==> config.mk <==
export PLATFORM = sky130hd
export DESIGN_NAME = lru_tracker
export DESIGN_NICKNAME = d
export VERILOG_FILES = /design/src/rtl/lru_pkg.sv /design/src/rtl/lru_promote.sv /design/src/rtl/lru_ends.sv /design/src/rtl/lru_tracker.sv
export SDC_FILE = /design/constraint.sdc
export NUM_CORES = 1
export LEC_CHECK = 0
export ABC_AREA = 1
export BUFFER_PORTS_ARGS = -buffer_cell sky130_fd_sc_hd__buf_2
export CORE_UTILIZATION = 47
export DETAILED_ROUTE_END_ITERATION = 12
export PLACE_DENSITY = 0.85
export SYNTH_ARGS = -nofsm -noshare
export SYNTH_HDL_FRONTEND = slang
export SYNTH_SLANG_ARGS = --single-unit
==> constraint.sdc <==
create_clock -name clk -period 1.5 [get_ports clk]
set_input_delay 0.3 -clock clk [delete_from_list [all_inputs] [get_ports clk]]
set_output_delay 0.3 -clock clk [all_outputs]
set_load 0.03 [all_outputs]
==> src/rtl/lru_pkg.sv <==
package lru_pkg;
    // Bits needed to encode a way number; at least one.
    function automatic int way_bits(input int n);
        return (n > 1) ? $clog2(n) : 1;
    endfunction
endpackage

==> src/rtl/lru_promote.sv <==
// Moves one way to the newest slot of a ranking; slot 0 is oldest.
module lru_promote #(
    parameter int NUM_WAYS = 4,
    parameter int WAY_W    = 2
) (
    input  logic                      en,
    input  logic [WAY_W-1:0]          way,
    input  logic [NUM_WAYS*WAY_W-1:0] order_in,
    output logic [NUM_WAYS*WAY_W-1:0] order_out
);
    logic [NUM_WAYS-1:0] match;
    logic [NUM_WAYS-1:0] at_or_after;

    generate
        for (genvar s = 0; s < NUM_WAYS; s++) begin : g_match
            assign match[s] = (order_in[s*WAY_W +: WAY_W] == way);
        end
    endgenerate

    // Prefix OR: slot s is at or beyond the matching slot.
    always_comb begin
        logic seen;
        seen = 1'b0;
        for (int s = 0; s < NUM_WAYS; s++) begin
            seen           = seen | match[s];
            at_or_after[s] = seen;
        end
    end

    generate
        for (genvar s = 0; s < NUM_WAYS; s++) begin : g_shift
            if (s == NUM_WAYS - 1) begin : g_top
                assign order_out[s*WAY_W +: WAY_W] =
                    (en && at_or_after[s]) ? way : order_in[s*WAY_W +: WAY_W];
            end else begin : g_mid
                assign order_out[s*WAY_W +: WAY_W] =
                    (en && at_or_after[s]) ? order_in[(s+1)*WAY_W +: WAY_W]
                                           : order_in[s*WAY_W +: WAY_W];
            end
        end
    endgenerate
endmodule

==> src/rtl/lru_ends.sv <==
// Taps the oldest and newest slots of a ranking.
module lru_ends #(
    parameter int NUM_WAYS = 4,
    parameter int WAY_W    = 2
) (
    input  logic [NUM_WAYS*WAY_W-1:0] order,
    output logic [WAY_W-1:0]          oldest,
    output logic [WAY_W-1:0]          newest
);
    assign oldest = order[0 +: WAY_W];
    assign newest = order[(NUM_WAYS-1)*WAY_W +: WAY_W];
endmodule

==> src/rtl/lru_tracker.sv <==
module lru_tracker
    import lru_pkg::*;
#(
    parameter int  NUM_WAYS = 4,
    localparam int WAY_W    = way_bits(NUM_WAYS)
) (
    input  logic                      clk,
    input  logic                      rst_n,
    input  logic                      acc_valid,
    input  logic                      acc_hit,
    input  logic [WAY_W-1:0]          acc_way,
    input  logic                      fill_valid,
    input  logic [WAY_W-1:0]          fill_way,
    output logic [WAY_W-1:0]          victim_way,
    output logic [NUM_WAYS*WAY_W-1:0] recency_list
);
    localparam int LIST_W = NUM_WAYS * WAY_W;

    typedef struct packed {
        logic [LIST_W-1:0] order;
    } state_t;

    state_t            st_d, st_q;
    logic [LIST_W-1:0] init_order;
    logic [LIST_W-1:0] after_hit_d;
    logic [LIST_W-1:0] after_fill_d;
    logic              hit_en;
    logic [WAY_W-1:0]  newest_w;

    // reset ranking is the identity, so empty ways go out in ascending order.
    generate
        for (genvar s = 0; s < NUM_WAYS; s++) begin : g_init
            assign init_order[s*WAY_W +: WAY_W] = WAY_W'(s);
        end
    endgenerate

    assign hit_en = acc_valid & acc_hit;

    // the hit stage feeds the fill stage, so the fill wins the newest slot.
    lru_promote #(.NUM_WAYS(NUM_WAYS), .WAY_W(WAY_W)) u_hit_stage (
        .en        (hit_en),
        .way       (acc_way),
        .order_in  (st_q.order),
        .order_out (after_hit_d)
    );

    lru_promote #(.NUM_WAYS(NUM_WAYS), .WAY_W(WAY_W)) u_fill_stage (
        .en        (fill_valid),
        .way       (fill_way),
        .order_in  (after_hit_d),
        .order_out (after_fill_d)
    );

    always_comb begin
        st_d       = st_q;
        st_d.order = after_fill_d;
    end

    always_ff @(posedge clk) begin
        if (!rst_n) begin
            st_q.order <= init_order;
        end else begin
            st_q <= st_d;
        end
    end

    // victim comes straight from the oldest slot.
    lru_ends #(.NUM_WAYS(NUM_WAYS), .WAY_W(WAY_W)) u_ends (
        .order  (st_q.order),
        .oldest (victim_way),
        .newest (newest_w)
    );

    assign recency_list = st_q.order;

    // Presence of each way in the ranking, for the permutation check.
    logic [NUM_WAYS-1:0] present;
    always_comb begin
        present = '0;
        for (int s = 0; s < NUM_WAYS; s++) begin
            if (int'(st_q.order[s*WAY_W +: WAY_W]) < NUM_WAYS) begin
                present[st_q.order[s*WAY_W +: WAY_W]] = 1'b1;
            end
        end
    end

    a_r9_permutation: assert property (@(posedge clk) disable iff (!rst_n)
        $countones(present) == NUM_WAYS);

    a_r2_hit_newest: assert property (@(posedge clk) disable iff (!rst_n)
        (hit_en && !fill_valid) |=> (newest_w == $past(acc_way)));

    a_r3_fill_newest: assert property (@(posedge clk) disable iff (!rst_n)
        fill_valid |=> (newest_w == $past(fill_way)));

    a_r4_miss_holds: assert property (@(posedge clk) disable iff (!rst_n)
        (acc_valid && !acc_hit && !fill_valid) |=> $stable(recency_list));

    a_r5_idle_holds: assert property (@(posedge clk) disable iff (!rst_n)
        (!acc_valid && !fill_valid) |=> $stable(recency_list));

    a_r7_hit_second: assert property (@(posedge clk) disable iff (!rst_n)
        (hit_en && fill_valid && (acc_way != fill_way)) |=>
            (recency_list[(NUM_WAYS-2)*WAY_W +: WAY_W] == $past(acc_way)));

    a_r8_newest_touch: assert property (@(posedge clk) disable iff (!rst_n)
        (hit_en && !fill_valid && (acc_way == newest_w)) |=> $stable(recency_list));
endmodule

==> out/qor.yml, run 1 <==
min_path:
  hold_class: "input pin to flop"
  min_path_cells: 2
  min_from: "rst_n"
  holdPathEnd: "recency_list[6]"
worst_setup_path:
  reg2regPathDepth: 13
  r2r-end: "recency_list[4]"
  end_kind: "flop"
  r2r_start: "recency_list[0]"
  cp_slowest_cell: "dfxtp_4"
  cp.arrival_ps: 2000
  ff2ff_setup_slack_ps: -300
  cp_max_fo: 5
  crit_type: "flop to flop"
  path_cells: "xnor2_4 -> nand3_4 -> inv_1 -> nand2_1 -> nand2_2 -> nand2_1 -> nand2_2 -> nand2_2 -> nand2_4 -> nand2_8 -> nand2_4 -> nand2_2 -> a21boi_2"
  cp.required_ps: 1700
  cp-start-kind: "flop"
  cp_common_cell: "nand2_2"
  max_stage_delay_ps: 360
power:
  ir_drop_uv: 875
  switching_share_pct: 50.2
  pwr-share-clk_pct: 11.4
  powerDensity_nw_per_um2: 1120
  p_int_uw: 773
  seqPwrFrac_pct: 20.9
  combinationalPowerShare_pct: 67.7
  switchingPower_uw: 779
  cellLeakagePower_uw: 0.000731
  power_uw: 1550
grt:
  grt_overflow: 0
  grt_usage_pct: 29.6
  grt_pass1_vias: 1033
  grt_antenna_before_repair: 0
  grt_max_degree: 10
  grt_pass1_wl_um: 4200
routing:
  viasPerCell: 5.95
  routed_wl_um: 3520
  post_drt_wl_per_cell_um: 16.2
  drc: 0
  antenna_left: 0
  drt_first_iter_violations: 89
  drt_pass1_iterations: 7
  num_vias: 1291
timing:
  fin_crit_sh_pct: 120
  max_freq_mhz: 555
  worstMarginPinSlew_ps: 269
  setup_viol: 8
  rsz0062_at_grt: "true"
  fin_ws_ps: -303
  finClkSkew_ps: 7.48
  hold_violations: 0
  slew_headroom_pct: 82.0
  slew_viol_final: 0
  period_needed_ps: 1800
logic_synthesis:
  synth_warnings: 0
  postSynthCellCount: 144
  yosysTopAreaCellShare_pct: 25.0
  synthMuxAreaShare_pct: 0
  synth-simple-area-share_pct: 64.5
  synth_top_family_by_area: "simple AND/OR/NAND/NOR gates"
  syn-cell-area_sq_um: 840
  synth-compound-area-share_pct: 5.66
  ys_types: 20
  synth.area.top_cells: "nand2_1 25%, nand3_1 20%, dfxtp_1 19%"
  yosys_register_bits: 8
  yosysSeqAreaShare_pct: 19.1
  synth_nets: 153
  synth_fa_ha_area_share_pct: 0
  synth_top_area_cell: "nand2_1"
  synth_area_per_cell_sq_um: 5.83
  synthXorXnorAreaFrac_pct: 1.04
clocking:
  clock_path_buffers: 2
  clk_latency_ps: 270
  clock_sinks: 8
  root_buffer: "clkbuf_4"
  clkTransAtPathRegs_ps: 60
  holdBufCountCts: 0
  htree_levels: 1
  cts_buffers: 3
  tritoncts: "done"
placed_design:
  dp_hpwl_um: 2040
  routabilityCongestion: 0.941
  io_buffers: 18
final_layout:
  final_core_util_pct: 87.1
  insertedDiodeCount: 0
  largest_register_ffs: 8
  register_area_sq_um: 183
  syn2layout_area_growth_pct: 65.4
  multi_input_area_sq_um: 776
  fillers: 84
  num-nets-final: 204
  layout-drive-gt1-share_pct: 56.0
floorplanning:
  initial_core_util_pct: 52.7
  die_x_um: 44.3
  core_sq_um: 1590
  die_h_um: 44.3
  row_count: 14
  io_pins: 19
  dieArea_sq_um: 1960
status:
  violations: "negative setup slack"
  outcome: "complete, but fails checks"
job:
  cap_violations: 0
## cells in the mapped netlist
cell type  count
a21boi_2       1
a21oi_1        3
a31oi_1        1
buf_4          2
buf_6          1
dfxtp_1        8
inv_1         11
inv_2          2
inv_4          1
nand2_1       56
nand2_2        7
nand2_4        4
nand3_1       34
nand3_2        4
nand3b_1       1
nand4_1        3
nor2_2         1
o21ai_0        1
o21ai_1        2
xnor2_1        1
## what timing repair did
item,in CTS,in global routing
hold endpoints to repair,0,0
setup endpoints to repair,8,8
resized for setup,11,23
gates cloned,0,1
setup buffers,0,2
pin swaps,3,11
## layout make-up
class / instances / area share [%]
timing repair buffer: 48 / 23.2
multi-input combinational: 120 / 55.9
clock buffer: 3 / 1.62
inverter: 14 / 3.96
sequential: 8 / 13.2
tap: 24 / 2.16
## routing by layer
| metal | share of wire (%) | wire length [um] | GRT usage, % | up-vias |
|---|---|---|---|---|
| met2 | 47 | 1670 | 50.0 | 113 |
| met1 | 35 | 1240 | 35.3 | 566 |
| met4 | 7.3 | 255 | 19.4 | 0 |
| li1 | - | - | - | 572 |
| met5 | 0 | 0 | 0 | - |
| met3 | 10 | 352 | 2.86 | 40 |
## worst max-delay path, delay by kind of cell (launching register included)
kind / cells / cell delay (ps)
AO/OA/AOI/OAI: 1 / 120
XOR/XNOR: 1 / 170
buffers and inverters: 1 / 140
flip-flops: 1 / 360
AND/OR/NAND/NOR: 10 / 950
## stage by stage
step / cells / setup TNS [ps] / setup slack, ps / instance area, sq um / hold WS, ps
after global routing: 217 / -2490 / -354 / 1390 / 322
after CTS: 214 / -979 / -143 / 1280 / 302
after global placement: 211 / -1740 / -247 / 1200 / 563
after floorplan: 144 / -198 / -48.1 / 896 / 383
after detailed placement: 211 / -2340 / -331 / 1200 / 566
final: 217 / -2060 / -303 / 1390 / 311
## how the worst max path moves through the flow
stage,startpoint,end,slack (ps),cells after the start
after global routing,recency_list[1],recency_list[4],-350,15
final,recency_list[0],recency_list[4],-300,13
after detailed placement,acc_way[0],recency_list[3],-330,12
after CTS,recency_list[0],recency_list[6],-140,13
after floorplan,recency_list[1],recency_list[6],-50,15
after global placement,acc_way[1],recency_list[7],-250,16
## placed cells by master (no fill, tap or decap), types with 3 or more instances in the layout
master / n
nand3_4: 4
nand2_1: 43
buf_4: 28
inv_2: 6
nand2_2: 19
nand3_1: 24
nand3_2: 10
clkbuf_4: 3
nand2_4: 4
buf_2: 18
dfxtp_4: 6
inv_1: 7
nand4_1: 3
## power by group through the flow
stage | Sequential (uW) | Combinational, uW | Clock [uW]
detailed placement | 317 | 849 | 0
CTS | 317 | 895 | 176
finish | 324 | 1050 | 177
floorplan | 405 | 440 | 0
global placement | 316 | 825 | 0
global route | 330 | 1100 | 179
## logic make-up after synthesis
family | count (synthesis)
AOI/OAI and AO/OA | 8
xor gates and xnor gates | 1
buffers and inverters | 17
DFF | 8
and+or+nand+nor | 110
Note: power is estimated with default switching activity, not from simulation.
==> run 2: changes to the inputs <==
Settings changed: ABC_AREA 1 to default.
==> out/qor.yml, run 2 <==
status:
  outcome: "complete, but fails checks"  # unchanged
  violations: "negative setup slack"  # unchanged
clocking:
  cts_buffers: 3  # unchanged
  clkTransAtPathRegs_ps: 60  # about the same
  holdBufCountCts: 0  # unchanged
  root_buffer: "clkbuf_4"  # unchanged
  htree_levels: 1  # unchanged
  clock_path_buffers: 2  # unchanged
  tritoncts: "done"  # unchanged
  clock_sinks: 8  # unchanged
  clk_latency_ps: 260  # was 270 ps
logic_synthesis:
  synth.area.top_cells: "dfxtp_1 19%, mux2i_1 6.0%, xnor2_1 5.3%"  # was nand2_1 25%, nand3_1 20%, dfxtp_1 19%
  syn-cell-area_sq_um: 832  # was 840 sq um
  synth_flop_cell: "dfxtp_1"  # unchanged
  synth_warnings: 0  # unchanged
  yosysTopAreaCellShare_pct: 19.2  # was 25.0%
  synth_top_area_cell: "dfxtp_1"  # was nand2_1
  yosysSeqAreaShare_pct: 19.2  # was 19.1%
  async_flop_share_pct: 0  # unchanged
  postSynthCellCount: 90  # was 144
  ys_types: 40  # was 20
  synth_area_per_cell_sq_um: 9.24  # was 5.83 sq um
  synth_common_cells: "10 x nand2_1, 8 x dfxtp_1, 7 x nor2_1"  # was 56 x nand2_1, 34 x nand3_1, 11 x inv_1
  synth_most_common_cell: "nand2_1"  # unchanged
  yosys_register_bits: 8  # unchanged
  synth_edf_count: 0  # unchanged
  synth_nets: 99  # was 153
placed_design:
  dp_hpwl_um: 1860  # was 2040 um
  placed_cells: 141  # was 211
  dp_worst_setup_slack_ps: -888  # was -331 ps
  routabilityCongestion: 0.913  # was 0.941
  io_buffers: 18  # unchanged
worst_setup_path:
  cp.required_ps: 1640  # was 1700 ps
  end_kind: "flop"  # unchanged
  max_stage_delay_ps: 350  # was 360 ps
  cp.buffers_inverters: 2  # was 1
  startpoint: "recency_list[2]"  # was recency_list[0]
  cp_max_fo: 4  # was 5
  cp_common_cell: "buf_4"  # was nand2_2
  ff2ff_setup_slack_ps: -720  # was -300 ps
  crit_type: "flop to flop"  # unchanged
  path_cells: "xnor2_2 -> and3_4 -> buf_4 -> o21ai_1 -> a221oi_2 -> buf_4 -> a211oi_4 -> o31ai_4 -> mux2_1"  # was xnor2_4 -> nand3_4 -> inv_1 -> nand2_1 -> nand2_2 -> nand2_1 -> nand2_2 -> nand2_2 -> nand2_4 -> nand2_8 -> nand2_4 -> nand2_2 -> a21boi_2
  r2r_start: "recency_list[2]"  # was recency_list[0]
  cp_slowest_cell: "dfxtp_4"  # unchanged
  cp-start-kind: "flop"  # unchanged
  cp_top_family: "compound AO/OA/AOI/OAI gates"  # was simple AND/OR/NAND/NOR gates
  reg2regPathDepth: 9  # was 13
  cp.arrival_ps: 2370  # was 2000 ps
  path_depth: 9  # was 13
timing:
  hold_violations: 0  # unchanged
  slew_headroom_pct: 75.5  # was 82.0%
  hold_ws_ps: 301  # was 311 ps
  setup_viol: 8  # unchanged
  fin_crit_sh_pct: 148  # was 120%
  slew_viol_final: 0  # unchanged
  rsz0062_at_grt: "true"  # unchanged
  max_freq_mhz: 450  # was 555 MHz
  worstMarginPinSlew_ps: 367  # was 269 ps
  fin_ws_ps: -722  # was -303 ps
  finClkSkew_ps: 0.714  # was 7.48 ps
  period_needed_ps: 2220  # was 1800 ps
grt:
  grt_overflow: 0  # unchanged
  grt_pass1_vias: 908  # was 1033
  grt_antenna_before_repair: 0  # unchanged
  grt_usage_pct: 29.5  # was 29.6%
  grt_pass1_wl_um: 4060  # was 4200 um
  grt_max_degree: 9  # was 10
floorplanning:
  die_x_um: 44.1  # was 44.3 um
  dieArea_sq_um: 1940  # was 1960 sq um
  initial_core_util_pct: 52.8  # was 52.7%
  die_h_um: 44.1  # was 44.3 um
  core_sq_um: 1580  # was 1590 sq um
  io_pins: 19  # unchanged
  row_count: 14  # unchanged
min_path:
  hold_class: "input pin to flop"  # unchanged
  min_path_cells: 2  # unchanged
  min_from: "rst_n"  # unchanged
power:
  power_uw: 1900  # was 1550 uW
  ir_drop_uv: 1050  # was 875 uV
  seqPwrFrac_pct: 19.6  # was 20.9%
  cellLeakagePower_uw: 0.000571  # was 0.000731 uW
  switchingPower_uw: 864  # was 779 uW
  combinationalPowerShare_pct: 71.3  # was 67.7%
  p_int_uw: 1030  # was 773 uW
  pwr-share-clk_pct: 9.1  # was 11.4%
  switching_share_pct: 45.5  # was 50.2%
  powerDensity_nw_per_um2: 1490  # was 1120 nW/um^2
routing:
  met2WireLength_um: 1280  # was 1670 um
  wl_met3_um: 172  # was 352 um
  antenna_left: 0  # unchanged
  routed_wl_um: 2500  # was 3520 um
  viasPerCell: 6.04  # was 5.95
  highest_layer: "met4"  # unchanged
  post_drt_wl_per_cell_um: 16.7  # was 16.2 um
  drt_pass1_iterations: 6  # was 7
  wirelength_met1_um: 981  # was 1240 um
  drt_first_iter_violations: 24  # was 89
  drc: 0  # unchanged
  num_vias: 906  # was 1291
job:
  cap_violations: 0  # unchanged
final_layout:
  register_area_sq_um: 178  # was 183 sq um
  mostFrequentLayoutCells: "26 x buf_4, 18 x buf_2, 10 x nand2_1, 7 x nor2_1, 5 x xnor2_2"  # was 43 x nand2_1, 28 x buf_4, 24 x nand3_1, 19 x nand2_2, 18 x buf_2
  layout-drive-gt1-share_pct: 61.2  # was 56.0%
  final_cells: 150  # was 217
  multi_input_area_sq_um: 746  # was 776 sq um
  syn2layout_area_growth_pct: 53.1  # was 65.4%
  largest_register_ffs: 8  # unchanged
  insertedDiodeCount: 0  # unchanged
  fillers: 112  # was 84
  num-nets-final: 145  # was 204
  final_core_util_pct: 80.8  # was 87.1%
  final_common_cell: "buf_4"  # was nand2_1
## run 2: kinds of logic (layout without fill, tap and decap cells)
logic type | Yosys count | in the layout | synth area share (%)
flops | 8 | 8 | 19.2
buf+inv | 7 | 51 | 5.86
compound gates | 17 | 17 | 21.2
simple gates | 37 | 37 | 25.1
mux | 11 | 11 | 15.3
xor+xnor | 10 | 10 | 13.2
## run 2: power groups by stage
stage	logic, uW	registers [uW]	clock network [uW]
after CTS	1300	374	177
after global placement	1150	377	0
after global routing	1440	382	186
after floorplan	650	544	0
final	1350	372	173
after detailed placement	1180	381	0
## run 2: what timing repair did
action                                 CTS  global route
setup endpoints to repair                8             8
setup buffers                            5             1
pin swaps                                1             1
endpoints found under the hold margin    0             0
gates resized for setup                 10             5
## run 2: path summary, 6_finish.rpt
kind,endpoint
max,recency_list[5]
min,recency_list[2]
max reg2reg,recency_list[5]
min reg2reg,recency_list[7]
## run 2: routing by layer
| metal | vias up | global-route usage, % |
|---|---|---|
| met5 | - | 0 |
| met2 | 44 | 48.2 |
| met1 | 430 | 36.7 |
| met4 | 0 | 13.9 |
| li1 | 419 | - |
| met3 | 13 | 6.53 |
## run 2: final cells by class
type	instances	share of cell area, %
inverters	3	0.884
flip-flops and latches	8	13.9
repair buffers	45	23.3
clock buffers	3	1.77
well taps	16	1.57
multi-input cells	75	58.5
## run 2: per-stage QoR
stage          instance area, sq um  TNS, ps
2_1_floorplan                   915    -4130
3_3_place_gp                   1130    -6130
3_5_place_dp                   1130    -6380
4_1_cts                        1240    -4970
5_1_grt                        1270    -5810
6_report                       1270    -5140
